### src/rtl/hlmd_pkg.sv
package hlmd_pkg;
  localparam logic [5:0] FN_MFHI  = 6'd16;
  localparam logic [5:0] FN_MFLO  = 6'd18;
  localparam logic [5:0] FN_MULT  = 6'd24;
  localparam logic [5:0] FN_MULTU = 6'd25;
  localparam logic [5:0] FN_DIV   = 6'd26;
  localparam logic [5:0] FN_DIVU  = 6'd27;

  typedef struct packed {
    logic load;
    logic step;
    logic finish;
  } hlmdStrobe_t;

  function automatic logic isArith(input logic [5:0] f);
    return (f == FN_MULT) || (f == FN_MULTU) || (f == FN_DIV) || (f == FN_DIVU);
  endfunction
endpackage

### src/rtl/hlmd_ctrl.sv
module hlmd_ctrl
  import hlmd_pkg::*;
#(
  parameter int ITERS = 32
) (
  input  logic        clk,
  input  logic        rstN,
  input  logic        startValid,
  input  logic [5:0]  funcCode,
  output hlmdStrobe_t strobes,
  output logic        busy,
  output logic        done
);
  localparam int CNT_W = (ITERS > 1) ? $clog2(ITERS) : 1;
  localparam logic [CNT_W-1:0] LAST = CNT_W'(ITERS - 1);

  typedef enum logic [1:0] {ST_IDLE, ST_RUN, ST_FIX} ctrlState_t;

  ctrlState_t state;
  logic [CNT_W-1:0] iterCnt;
  logic accept;

  assign accept = (state == ST_IDLE) && startValid && isArith(funcCode);
  assign busy   = (state != ST_IDLE);

  always_comb begin
    strobes.load   = accept;
    strobes.step   = (state == ST_RUN);
    strobes.finish = (state == ST_FIX);
  end

  always_ff @(posedge clk) begin
    if (!rstN) begin
      state   <= ST_IDLE;
      iterCnt <= '0;
      done    <= 1'b0;
    end else begin
      done <= 1'b0;
      case (state)
        ST_IDLE: if (accept) begin
          state   <= ST_RUN;
          iterCnt <= '0;
        end
        ST_RUN: begin
          iterCnt <= iterCnt + 1'b1;
          if (iterCnt == LAST) state <= ST_FIX;
        end
        ST_FIX: begin
          state <= ST_IDLE;
          done  <= 1'b1;
        end
        default: state <= ST_IDLE;
      endcase
    end
  end

  // completion pulse only once busy has dropped
  a_r7_done_idle: assert property (@(posedge clk) disable iff (!rstN) done |-> !busy);
  // done lasts one cycle
  a_r7_done_single: assert property (@(posedge clk) disable iff (!rstN) done |=> !done);
  // busy only falls together with done
  a_r7_fall_done: assert property (@(posedge clk) disable iff (!rstN) $fell(busy) |-> done);
  // a start during the loop does not disturb it
  a_r8_start_ignored: assert property (@(posedge clk) disable iff (!rstN)
    (state == ST_RUN) && (iterCnt != LAST) && startValid |=> busy && !done);
  // non-arithmetic codes never launch an operation
  a_r10_bad_code: assert property (@(posedge clk) disable iff (!rstN)
    !busy && startValid && !isArith(funcCode) |=> !busy);
endmodule

### src/rtl/hlmd_datapath.sv
module hlmd_datapath
  import hlmd_pkg::*;
#(
  parameter int DATA_W = 32
) (
  input  logic              clk,
  input  logic              rstN,
  input  hlmdStrobe_t       strobes,
  input  logic [5:0]        funcCode,
  input  logic [DATA_W-1:0] srcA,
  input  logic [DATA_W-1:0] srcB,
  output logic [DATA_W-1:0] readData
);
  localparam int ACC_W = 2 * DATA_W + 1;

  logic [DATA_W-1:0] hiReg, loReg;
  logic [DATA_W-1:0] aOrig, bOrig, magB;
  logic [ACC_W-1:0]  acc, accNext;
  logic              opDiv, opSigned;
  logic              negA, negB;

  logic [DATA_W:0]   mulSum, mulAdd;
  logic [ACC_W-1:0]  divShift;
  logic [DATA_W:0]   divTop;
  logic [2*DATA_W-1:0] prodFix;
  logic [DATA_W-1:0] quoFix, remFix;
  logic              loadSigned;
  logic [DATA_W-1:0] loadMagA, loadMagB;

  assign negA = opSigned & aOrig[DATA_W-1];
  assign negB = opSigned & bOrig[DATA_W-1];

  assign loadSigned = ~funcCode[0];
  assign loadMagA = (loadSigned && srcA[DATA_W-1]) ? (~srcA + 1'b1) : srcA;
  assign loadMagB = (loadSigned && srcB[DATA_W-1]) ? (~srcB + 1'b1) : srcB;

  // one iteration of each loop
  always_comb begin
    mulAdd   = acc[0] ? {1'b0, magB} : '0;
    mulSum   = {1'b0, acc[2*DATA_W-1:DATA_W]} + mulAdd;
    divShift = {acc[2*DATA_W-1:0], 1'b0};
    divTop   = divShift[ACC_W-1:DATA_W];
    if (!opDiv) begin
      accNext = {1'b0, mulSum, acc[DATA_W-1:1]};
    end else if (divTop >= {1'b0, magB}) begin
      accNext = {divTop - {1'b0, magB}, divShift[DATA_W-1:1], 1'b1};
    end else begin
      accNext = divShift;
    end
  end

  // sign fix-up of the magnitude results
  always_comb begin
    prodFix = (negA ^ negB) ? (~acc[2*DATA_W-1:0] + 1'b1) : acc[2*DATA_W-1:0];
    quoFix  = (negA ^ negB) ? (~acc[DATA_W-1:0] + 1'b1) : acc[DATA_W-1:0];
    remFix  = negA ? (~acc[2*DATA_W-1:DATA_W] + 1'b1) : acc[2*DATA_W-1:DATA_W];
  end

  always_ff @(posedge clk) begin
    if (!rstN) begin
      hiReg    <= '0;
      loReg    <= '0;
      aOrig    <= '0;
      bOrig    <= '0;
      magB     <= '0;
      acc      <= '0;
      opDiv    <= 1'b0;
      opSigned <= 1'b0;
    end else begin
      if (strobes.load) begin
        opDiv    <= funcCode[1];
        opSigned <= loadSigned;
        aOrig    <= srcA;
        bOrig    <= srcB;
        magB     <= loadMagB;
        acc      <= {{(DATA_W+1){1'b0}}, loadMagA};
      end else if (strobes.step) begin
        acc <= accNext;
      end
      if (strobes.finish) begin
        if (!opDiv) begin
          hiReg <= prodFix[2*DATA_W-1:DATA_W];
          loReg <= prodFix[DATA_W-1:0];
        end else if (bOrig == '0) begin
          hiReg <= aOrig;
          loReg <= '1;
        end else begin
          hiReg <= remFix;
          loReg <= quoFix;
        end
      end
    end
  end

  always_comb begin
    case (funcCode)
      FN_MFHI: readData = hiReg;
      FN_MFLO: readData = loReg;
      default: readData = '0;
    endcase
  end

  // result registers change only in the completion cycle
  a_r9_hold_while_busy: assert property (@(posedge clk) disable iff (!rstN)
    !strobes.finish |=> $stable(hiReg) && $stable(loReg));
  // zero divisor gives all-ones quotient and keeps the dividend
  a_r6_div_zero: assert property (@(posedge clk) disable iff (!rstN)
    strobes.finish && opDiv && (bOrig == '0) |=> (loReg == '1) && (hiReg == $past(aOrig)));
  // signed remainder never disagrees with the dividend sign
  a_r4_rem_sign: assert property (@(posedge clk) disable iff (!rstN)
    strobes.finish && opDiv && opSigned && (bOrig != '0) && !aOrig[DATA_W-1]
    |=> !hiReg[DATA_W-1]);
endmodule

### src/rtl/hiLoMulDiv.sv
module hiLoMulDiv
  import hlmd_pkg::*;
#(
  parameter int DATA_W = 32
) (
  input  logic              clk,
  input  logic              rstN,
  input  logic              startValid,
  input  logic [5:0]        funcCode,
  input  logic [DATA_W-1:0] srcA,
  input  logic [DATA_W-1:0] srcB,
  output logic              busy,
  output logic              done,
  output logic [DATA_W-1:0] readData
);
  hlmdStrobe_t strobes;

  hlmd_ctrl #(.ITERS(DATA_W)) u_ctrl (
    .clk(clk), .rstN(rstN), .startValid(startValid), .funcCode(funcCode),
    .strobes(strobes), .busy(busy), .done(done)
  );

  hlmd_datapath #(.DATA_W(DATA_W)) u_dp (
    .clk(clk), .rstN(rstN), .strobes(strobes), .funcCode(funcCode),
    .srcA(srcA), .srcB(srcB), .readData(readData)
  );
endmodule

### config.mk
export PLATFORM = sky130hd
export DESIGN_NAME = hiLoMulDiv
export DESIGN_NICKNAME = d
export VERILOG_FILES = /design/src/rtl/hlmd_pkg.sv /design/src/rtl/hlmd_ctrl.sv /design/src/rtl/hlmd_datapath.sv /design/src/rtl/hiLoMulDiv.sv
export SDC_FILE = /design/constraint.sdc
export NUM_CORES = 1
export LEC_CHECK = 0
export CAP_MARGIN = 10
export CORE_MARGIN = 4
export CORE_UTILIZATION = 45
export CTS_CLUSTER_SIZE = 30
export DETAILED_ROUTE_END_ITERATION = 8
export PLACE_DENSITY_LB_ADDON = 0.25
export REMOVE_ABC_BUFFERS = 1
export SYNTH_ARGS = -nofsm -noshare
export SYNTH_HDL_FRONTEND = slang
export SYNTH_SLANG_ARGS = --single-unit
### constraint.sdc
create_clock -name clk -period 9.3 [get_ports clk]
set_input_delay 1.395 -clock clk [delete_from_list [all_inputs] [get_ports clk]]
set_output_delay 1.395 -clock clk [all_outputs]
set_load 0.02 [all_outputs]
## Word level (Yosys, flattened, before mapping)

Index checks and enable logic that the tools add are counted.

| storage, ports and cells | value |
|---|---|
| word-level logic and storage cells | 78 |
| register bits | 234 |
| bits of input ports | 73 |
| output and inout bits | 34 |

| cells by class | value |
|---|---|
| equal/unequal tests | 11 |
| muxes and demuxes | 21 |
| bitwise operators | 10 |
| reduce and logical (&&, ||, !) cells | 15 |
| $lt $le $gt $ge | 1 |
| add/sub/neg operators | 8 |

Operators by type and width:

| kind | count |
|---|---|
| $mux W32 | 11 |
| $mux W64 | 3 |
| $add A32 B1 Y32 const B | 4 |
| $not A32 Y32 | 4 |
| $add A64 B1 Y64 const B | 1 |
| $not A64 Y64 | 1 |
| $pmux W32 S2 | 1 |
| $eq A6 B5 Y1 const B | 6 |
| $add A32 B32 Y33 | 1 |
| $ge A33 B32 Y1 | 1 |
| $logic_not A32 Y1 | 1 |
| $sub A32 B32 Y32 | 1 |
| $pmux W5 S2 | 1 |
| $reduce_bool A2 Y1 | 3 |
| $add A5 B1 Y5 const B | 1 |
| $eq A5 B5 Y1 const B | 1 |
| $mux W5 | 1 |
| $logic_and A1 B1 Y1 | 4 |
| $mux W2 | 2 |
| $ne A2 B1 Y1 const B | 2 |
| $pmux W2 S2 | 1 |
| $reduce_and A2 Y1 | 2 |
| $logic_or A1 B1 Y1 | 3 |
| $and A1 B1 Y1 | 2 |
| other kinds (7) | 8 |

## Logic depth before layout (Yosys ltp)

Gate-level depths: netlist of run 1.

| logic depth | value |
|---|---|
| depth after elaboration | 7 |
| gate-level depth with buffers | 14 |
| depth with buffers taken out | 13 |

## By module

A second synthesis of run 1 with hierarchy kept.

| unflattened totals | value |
|---|---|
| cells, all modules | 2260 |
| area total of the unflattened synthesis | 17181.5 µm² |

By module, submodules not included:

| module | cells each | seq. area each (µm²) | times used | area each (µm²) |
|---|---|---|---|---|
| hlmd_datapath | 2216 | 4504.3 | 1 | 16773.6 |
| hlmd_ctrl | 44 | 160.2 | 1 | 407.9 |

## Worst setup path before layout of run 1

Ideal clock, no wire load.

| timing path | value |
|---|---|
| path kind | input to output |
| from | input port funcCode[1] |
| to | output port readData[12] |
| buffers on the path | 2 |
| stages | 4 |
| arrival time | 2537 ps |
| data required time | 7905 ps |
| setup slack | 5368 ps |
| path through | clkbuf_1 buf_1 mux2i_1 nor2_1 |

| on the way | value |
|---|---|
| cells in the longest elaborated chain, start to end | 2 |
| elaborated cells between the ends (all ways) | 3 |
| classes of those cells | eq/ne: 2; mux: 1 |

Ends and longest elaborated chain:

| element | line | text |
|---|---|---|
| start, declared | hiLoMulDiv.sv:9 | `input logic [5:0] funcCode,` |
| $eq A6 B5 Y1 | hlmd_datapath.sv:96 | `case (funcCode)` |
| $pmux W32 S2 (*) | hlmd_datapath.sv:96 |  |
| end, declared | hiLoMulDiv.sv:14 | `output logic [DATA_W-1:0] readData` |

Mark *: on every way between the ends. The rest lies on a longest branch, timed or not.

## Worst setup path after layout of run 1

| timing path | value |
|---|---|
| from | input port funcCode[0] |
| to | output port readData[7] |

Same word-level chain as after synthesis.

==> flow_metrics.env, run 1 <==
export IMPL_p_leak_nw=6.99
export IMPL_timing_rr_start="u_dp.acc[0]$_SDFFE_PN0P_"
export IMPL_min_delay_start="u_dp.bOrig[18]$_SDFFE_PN0P_"
export IMPL_p_int_mw=1.83
export IMPL_required_ns=7.91
export IMPL_fp_dieArea_um2=41000
export IMPL_period_share_pct=56.3
export IMPL_path_max_fanout=32
export IMPL_io_buffers=106
export IMPL_drc_errors=0
export IMPL_n_fill_cell=3704
export IMPL_clk_latency_ns=0.54
export IMPL_grt_max_degree=94
export IMPL_clk_pin_slew_ns=0.06
export IMPL_drt_iter0_drc=1275
export IMPL_numCtsBuffers=27
export IMPL_io_pins=107
export IMPL_tns_ns=0
export IMPL_grt_usage_pct=24.0
export IMPL_vias=16635
export IMPL_status="finished, final reports clean"
export IMPL_drtPass1Iterations=6
export IMPL_die_h_um=202
export IMPL_pwr_share_seq_pct=39.7
export IMPL_ys_top_cells_by_count="a21oi_1, nor2_1, nand2_1, dfxtp_1, o21ai_0"
export IMPL_ys_seq_area_share_pct=27.4
export IMPL_fp_row_count=70
export IMPL_tritoncts="built"
export IMPL_worst_clock_skew_ns=0.0172
export IMPL_start_util_pct=46.0
export IMPL_post_drt_wl_per_cell_um=18.1
export IMPL_synth_warnings=0
export IMPL_setup_viol=0
export IMPL_h_tree_depth=1
export IMPL_powerDensity_nw_per_um2=136
export IMPL_synth_area_um2=17000
export IMPL_synth_area_leader_cell="dfxtp_1"
export IMPL_p_sw_uw=760
export IMPL_grt_pass1_wl_mm=82.5
export IMPL_relSlewSlack_pct=26.6
export IMPL_yosys_cell_types_count=74
export IMPL_viasPerCell=5.83
export IMPL_synth_most_common_cell="a21oi_1"
export IMPL_rsz0062_at_grt="false"
export IMPL_critical_path_top_delay_family="buffers and inverters"
export IMPL_routabilityCongestion=0.903
export IMPL_post_route_min_period_ns=5.23
export IMPL_end_kind="output port"
export IMPL_nets=2472
export IMPL_ctsHoldBuffers=0
export IMPL_area_growth_pct=12.3
export IMPL_antenna_cells=0
export IMPL_cpPeakStageDelay_ns=0.65
export IMPL_power_frac_comb_pct=18.2
export IMPL_drv_slew=0
export IMPL_critPathLaunch="funcCode[0]"
export IMPL_grt_pass1_vias=15507
export IMPL_cts_resized=0
export IMPL_layout_drive_gt1_share_pct=4.81
export IMPL_crit_arrival_ns=3.84
export IMPL_grt_remaining_overflow=0
export IMPL_worstSetupPathType="in2out"
export IMPL_worstHoldPathType="reg2reg"
export IMPL_async_flop_share_pct=0
export IMPL_hold_violations=0
export IMPL_slowest_stage="clkdlybuf4s50_1"
export IMPL_synth_area_leaders="dfxtp_1, a21oi_1, nor2_1, nand2_1, o21ai_0"
export IMPL_cts_setup_buffers=0
export IMPL_antenna_found_initial=0
export IMPL_totalWireLength_mm=51.5
export IMPL_syn_inst=2357
export IMPL_p_sw_share_pct=29.3
export IMPL_crit_buf_inv=2
export IMPL_fmax_mhz=191
export IMPL_final_antenna_net_count=0
export IMPL_cts_buffer_depth=3
export IMPL_core_area_um2=37000
export IMPL_maxCapViolations=0
export IMPL_cts_sink_count=233
export IMPL_power_frac_clock_pct=42.0
export IMPL_synth_edf_count=0
export IMPL_fin_worst_hold_slack_ns=0.454
export IMPL_worstMarginPinSlew_ns=1.10
export IMPL_post_synth_cell_area_avg_um2=7.21
export IMPL_cp_cell_sequence="clkdlybuf4s50_1 -> nor2_1 -> nand2_1 -> nor2_1 -> clkdlybuf4s50_1"
export IMPL_crit_path_start_kind="input pin"
export IMPL_synth_top_area_share_pct=27.4
export IMPL_synth_flop_cell="dfxtp_1"
export IMPL_dp_hpwl_mm=37.7
export IMPL_ir_worst_vdd_v=0.000110
export IMPL_cts_root_buf="clkbuf_16"
export IMPL_chipWidth_um=202
export IMPL_synth_seq_cells=233
==> kinds of logic (layout without fill, tap and decap cells) <==
family	count (synthesis)	count (layout)	share of synthesized area, %
compound gates	755	755	26.8
xor+xnor	177	177	9.12
fa+ha+maj	72	72	5.39
buf+inv	252	242	5.61
flops	233	233	27.4
mux	74	74	4.38
simple gates	794	794	21.3
==> final cells by class <==
type,count,area [um2],share of cell area [%]
clock inverter,9,101,0.531
sequential,233,4670,24.5
tap,504,631,3.30
multi-input combinational,1872,11400,59.8
timing repair buffer,129,1220,6.41
inverter,64,243,1.27
clock buffer,40,805,4.21
==> power groups by stage <==
stage | clock network [mW] | logic (mW) | registers [mW]
4_1_cts | 1.11 | 0.468 | 1.03
3_5_place_dp | 0 | 0.465 | 1.05
2_1_floorplan | 0 | 0.291 | 1.05
6_report | 1.09 | 0.472 | 1.03
5_1_grt | 1.14 | 0.514 | 1.03
3_3_place_gp | 0 | 0.463 | 1.05
==> registers in the layout, indices dropped and copies added, names as in the netlist <==
| signal | count |
|---|---|
| u_dp.acc | 64 |
| u_dp.aOrig | 32 |
| u_dp.hiReg | 32 |
| u_dp.loReg | 32 |
| u_dp.magB | 32 |
| u_dp.bOrig | 31 |
| u_ctrl.iterCnt | 5 |
| u_ctrl.state | 2 |
| u_ctrl.done | 1 |
| u_dp.opDiv | 1 |
| u_dp.opSigned | 1 |
==> worst paths after layout <==
check / to / slack, ns / cells past startpoint
max: readData[7] / 4.07 / 5
min: u_dp.bOrig[18]$_SDFFE_PN0P_ / 0.45 / 2
max reg2reg: u_dp.acc[60]$_SDFFE_PP0P_ / 4.56 / 12
min reg2reg: u_dp.bOrig[18]$_SDFFE_PN0P_ / 0.45 / 2
==> placed cells by master, fill, tap and decap left out, drive strengths merged, types with 10 or more instances in the layout <==
cell type | netlist | layout
ha | 70 | 70
a21o | 29 | 29
or4 | 14 | 14
o211ai | 32 | 32
o221a | 10 | 10
nand3 | 46 | 46
nand2 | 259 | 259
o21ai | 194 | 194
a311oi | 14 | 14
nor2b | 10 | 10
mux2i | 71 | 71
a21oi | 292 | 292
nor2 | 275 | 275
nor4 | 37 | 37
clkbuf | 172 | 40
xor2 | 93 | 93
inv | 63 | 63
clkdlybuf4s50 | 0 | 104
o31ai | 22 | 22
nor3 | 54 | 54
dfxtp | 233 | 233
or3 | 26 | 26
nand2b | 13 | 13
nand4 | 22 | 22
a211oi | 69 | 69
a31oi | 26 | 26
xnor2 | 84 | 84
buf | 16 | 25
==> worst register-to-register path, stage by stage, from the launching register on <==
cell	delay, ns
dfxtp_1	0.39
clkinv_1	0.78
nor2_1	0.48
ha_1	0.29
a21oi_1	0.19
o22ai_1	0.16
nor4b_1	0.57
o21ai_0	0.31
a41oi_1	0.56
o221ai_1	0.29
a31oi_1	0.33
o311ai_0	0.19
o211ai_1	0.12
==> through the flow <==
step                cell area, um2  util [%]  power (mW)  std cells  worst slack [ns]
floorplan                    16300         -        1.34       2169              2.86
global placement             18200      49.2        1.51       2802              4.07
detailed placement           18200      49.2        1.52       2802              3.98
CTS                          19100      51.7        2.60       2851              3.99
global route                 19100      51.7        2.69       2851              3.81
finish                       19100      51.7        2.59       2851              4.07
==> metal layers <==
metal	vias to the layer above	track usage, %	routed length, um
li1	8373	-	-
met1	7664	33.1	23800
met2	510	40.1	23300
met3	88	2.52	3050
met4	0	6.64	1360
met5	-	0	0
No activity file was read; power rests on OpenSTA's default activity.
==> inputs of run 2 (changes only) <==
==> constraint.sdc (replaced) <==
create_clock -name clk -period 4.93 [get_ports clk]
set_input_delay 0.7395 -clock clk [delete_from_list [all_inputs] [get_ports clk]]
set_output_delay 0.7395 -clock clk [all_outputs]
set_load 0.02 [all_outputs]
==> flow_metrics.env, run 2 (synthesis results as in run 1) <==
export IMPL_top_register="u_dp.acc"
export IMPL_timing_rr_start="u_dp.acc[0]$_SDFFE_PN0P_"
export IMPL_endpoint="u_dp.acc[60]$_SDFFE_PP0P_"
export IMPL_antenna_cells=0
export IMPL_stdcell_count=2869
export IMPL_start_util_pct=46.0
export IMPL_relSlewSlack_pct=29.7
export IMPL_p_sw_mw=1.50
export IMPL_seq_area_um2=4670
export IMPL_cts_sink_count=233
export IMPL_cts_setup_buffers=0
export IMPL_post_drt_wl_per_cell_um=18.8
export IMPL_dp_slack_ns=0.929
export IMPL_dp_cells=2816
export IMPL_h_tree_depth=1
export IMPL_final_cell_mix="a21oi_1, nor2_1, nand2_1"
export IMPL_crit_path_start_kind="flop"
export IMPL_nets=2488
export IMPL_rr_worst_depth=12
export IMPL_numCtsBuffers=29
export IMPL_grt_usage_pct=25.1
export IMPL_worst_slack_ns=0.884
export IMPL_fin_worst_hold_slack_ns=0.455
export IMPL_routabilityCongestion=0.966
export IMPL_power_mw=5.14
export IMPL_worstMarginPinSlew_ns=1.05
export IMPL_dp_hpwl_mm=39.5
export IMPL_fin_util_pct=52.3
export IMPL_grt_remaining_overflow=0
export IMPL_cts_buffer_depth=3
export IMPL_clk_pin_slew_ns=0.06
export IMPL_maxCapViolations=0
export IMPL_ctsHoldBuffers=0
export IMPL_grt_pass1_vias=15999
export IMPL_tritoncts="built"
export IMPL_p_leak_nw=7.12
export IMPL_cts_root_buf="clkbuf_16"
export IMPL_reg2reg_slack_ns=0.88
export IMPL_status="finished, final reports clean"
export IMPL_path_max_fanout=24
export IMPL_powerDensity_nw_per_um2=266
export IMPL_vias=17015
export IMPL_p_int_mw=3.64
export IMPL_largest_register_ffs=64
export IMPL_fp_dieArea_um2=41000
export IMPL_p_sw_share_pct=29.2
export IMPL_hold_violations=0
export IMPL_ir_worst_vdd_v=0.000284
export IMPL_power_frac_comb_pct=17.7
export IMPL_crit_arrival_ns=4.53
export IMPL_clk_latency_ns=0.57
export IMPL_drtPass1Iterations=5
export IMPL_end_kind="flop"
export IMPL_totalWireLength_mm=53.9
export IMPL_grt_max_degree=115
export IMPL_rr_endpoint="u_dp.acc[60]$_SDFFE_PP0P_"
export IMPL_drc_errors=0
export IMPL_grt_pass1_wl_mm=86.1
export IMPL_rsz0062_at_grt="false"
export IMPL_antenna_found_initial=0
export IMPL_design_area_um2=19300
export IMPL_layout_commonest_cell="a21oi_1"
export IMPL_io_buffers=106
export IMPL_required_ns=5.41
export IMPL_setup_viol=0
export IMPL_io_pins=107
export IMPL_post_route_min_period_ns=4.05
export IMPL_multi_input_area_um2=11400
export IMPL_worst_clock_skew_ns=0.0235
export IMPL_viasPerCell=5.93
export IMPL_pwr_share_seq_pct=37.8
export IMPL_area_growth_pct=13.7
export IMPL_layout_drive_gt1_share_pct=5.58
export IMPL_fmax_mhz=247
export IMPL_period_share_pct=82.1
export IMPL_critPathLaunch="u_dp.acc[0]$_SDFFE_PN0P_"
export IMPL_worstHoldPathType="reg2reg"
export IMPL_cts_resized=0
export IMPL_place_area_um2=18300
export IMPL_die_h_um=202
export IMPL_hold_depth=2
export IMPL_drt_iter0_drc=1178
export IMPL_n_fill_cell=3698
export IMPL_drv_slew=0
export IMPL_worstSetupPathType="reg2reg"
export IMPL_final_antenna_net_count=0
export IMPL_power_frac_clock_pct=44.5
export IMPL_tns_ns=0
export IMPL_core_area_um2=37000
export IMPL_chipWidth_um=202
export IMPL_fp_row_count=70
[run 2: cell types whose count changed in the layout (fill, tap and decap cells not counted), moves of 2 or more]
| cell | previous run | this run |
|---|---|---|
| clkinv_2 | 5 | 7 |
| clkinvlp_4 | 1 | 3 |
| clkbuf_8 | 8 | 4 |
| bufinv_16 | 2 | 5 |
| buf_4 | 23 | 36 |
| clkbuf_16 | 27 | 29 |
[run 2: cell type report]
class,count,share of cell area [%]
multi-input cells,1872,59.1
flip-flops and latches,233,24.2
repair buffers,143,6.94
clock buffers,37,4.12
well taps,504,3.26
inverters,64,1.26
clock inverters,16,1.18
[run 2: critical path, stage by stage, from the launching register on]
cell,delay (ns)
dfxtp_1,0.37
clkinv_1,0.32
buf_4,0.34
nor2_1,0.13
ha_1,0.32
a21oi_1,0.22
nor4b_1,0.47
o21ai_0,0.25
a41oi_1,0.58
o221ai_1,0.32
a31oi_1,0.32
o311ai_0,0.19
o211ai_1,0.12
[run 2: power groups by stage]
stage          clock network [mW]  registers (mW)  logic [mW]
5_1_grt                      2.40            1.95       0.985
3_3_place_gp                    0            1.98       0.889
6_report                     2.29            1.94       0.911
2_1_floorplan                   0            1.97       0.548
3_5_place_dp                    0            1.98       0.895
4_1_cts                      2.33            1.94       0.900
[run 2: worst min path at each step]
stage / slack (ns) / to / from
after floorplan: 0.42 / u_ctrl.iterCnt[3]$_SDFFE_PN0P_ / u_ctrl.iterCnt[3]$_SDFFE_PN0P_
after global placement: 0.44 / u_dp.aOrig[18]$_SDFFE_PN0P_ / u_dp.aOrig[18]$_SDFFE_PN0P_
after detailed placement: 0.45 / u_dp.hiReg[1]$_SDFFE_PN0P_ / u_dp.hiReg[1]$_SDFFE_PN0P_
after CTS: 0.45 / u_dp.hiReg[1]$_SDFFE_PN0P_ / u_dp.hiReg[1]$_SDFFE_PN0P_
after global routing: 0.47 / u_dp.hiReg[1]$_SDFFE_PN0P_ / u_dp.hiReg[1]$_SDFFE_PN0P_
final: 0.45 / u_dp.hiReg[1]$_SDFFE_PN0P_ / u_dp.hiReg[1]$_SDFFE_PN0P_
[run 2: routing by layer]
| metal | vias to the layer above | share of wire (%) | track usage (%) |
|---|---|---|---|
| li1 | 8402 | - | - |
| met2 | 570 | 46 | 42.5 |
| met1 | 7942 | 45 | 34.1 |
| met4 | 0 | 3.0 | 7.20 |
| met5 | - | 0 | 0 |
| met3 | 101 | 5.9 | 2.60 |
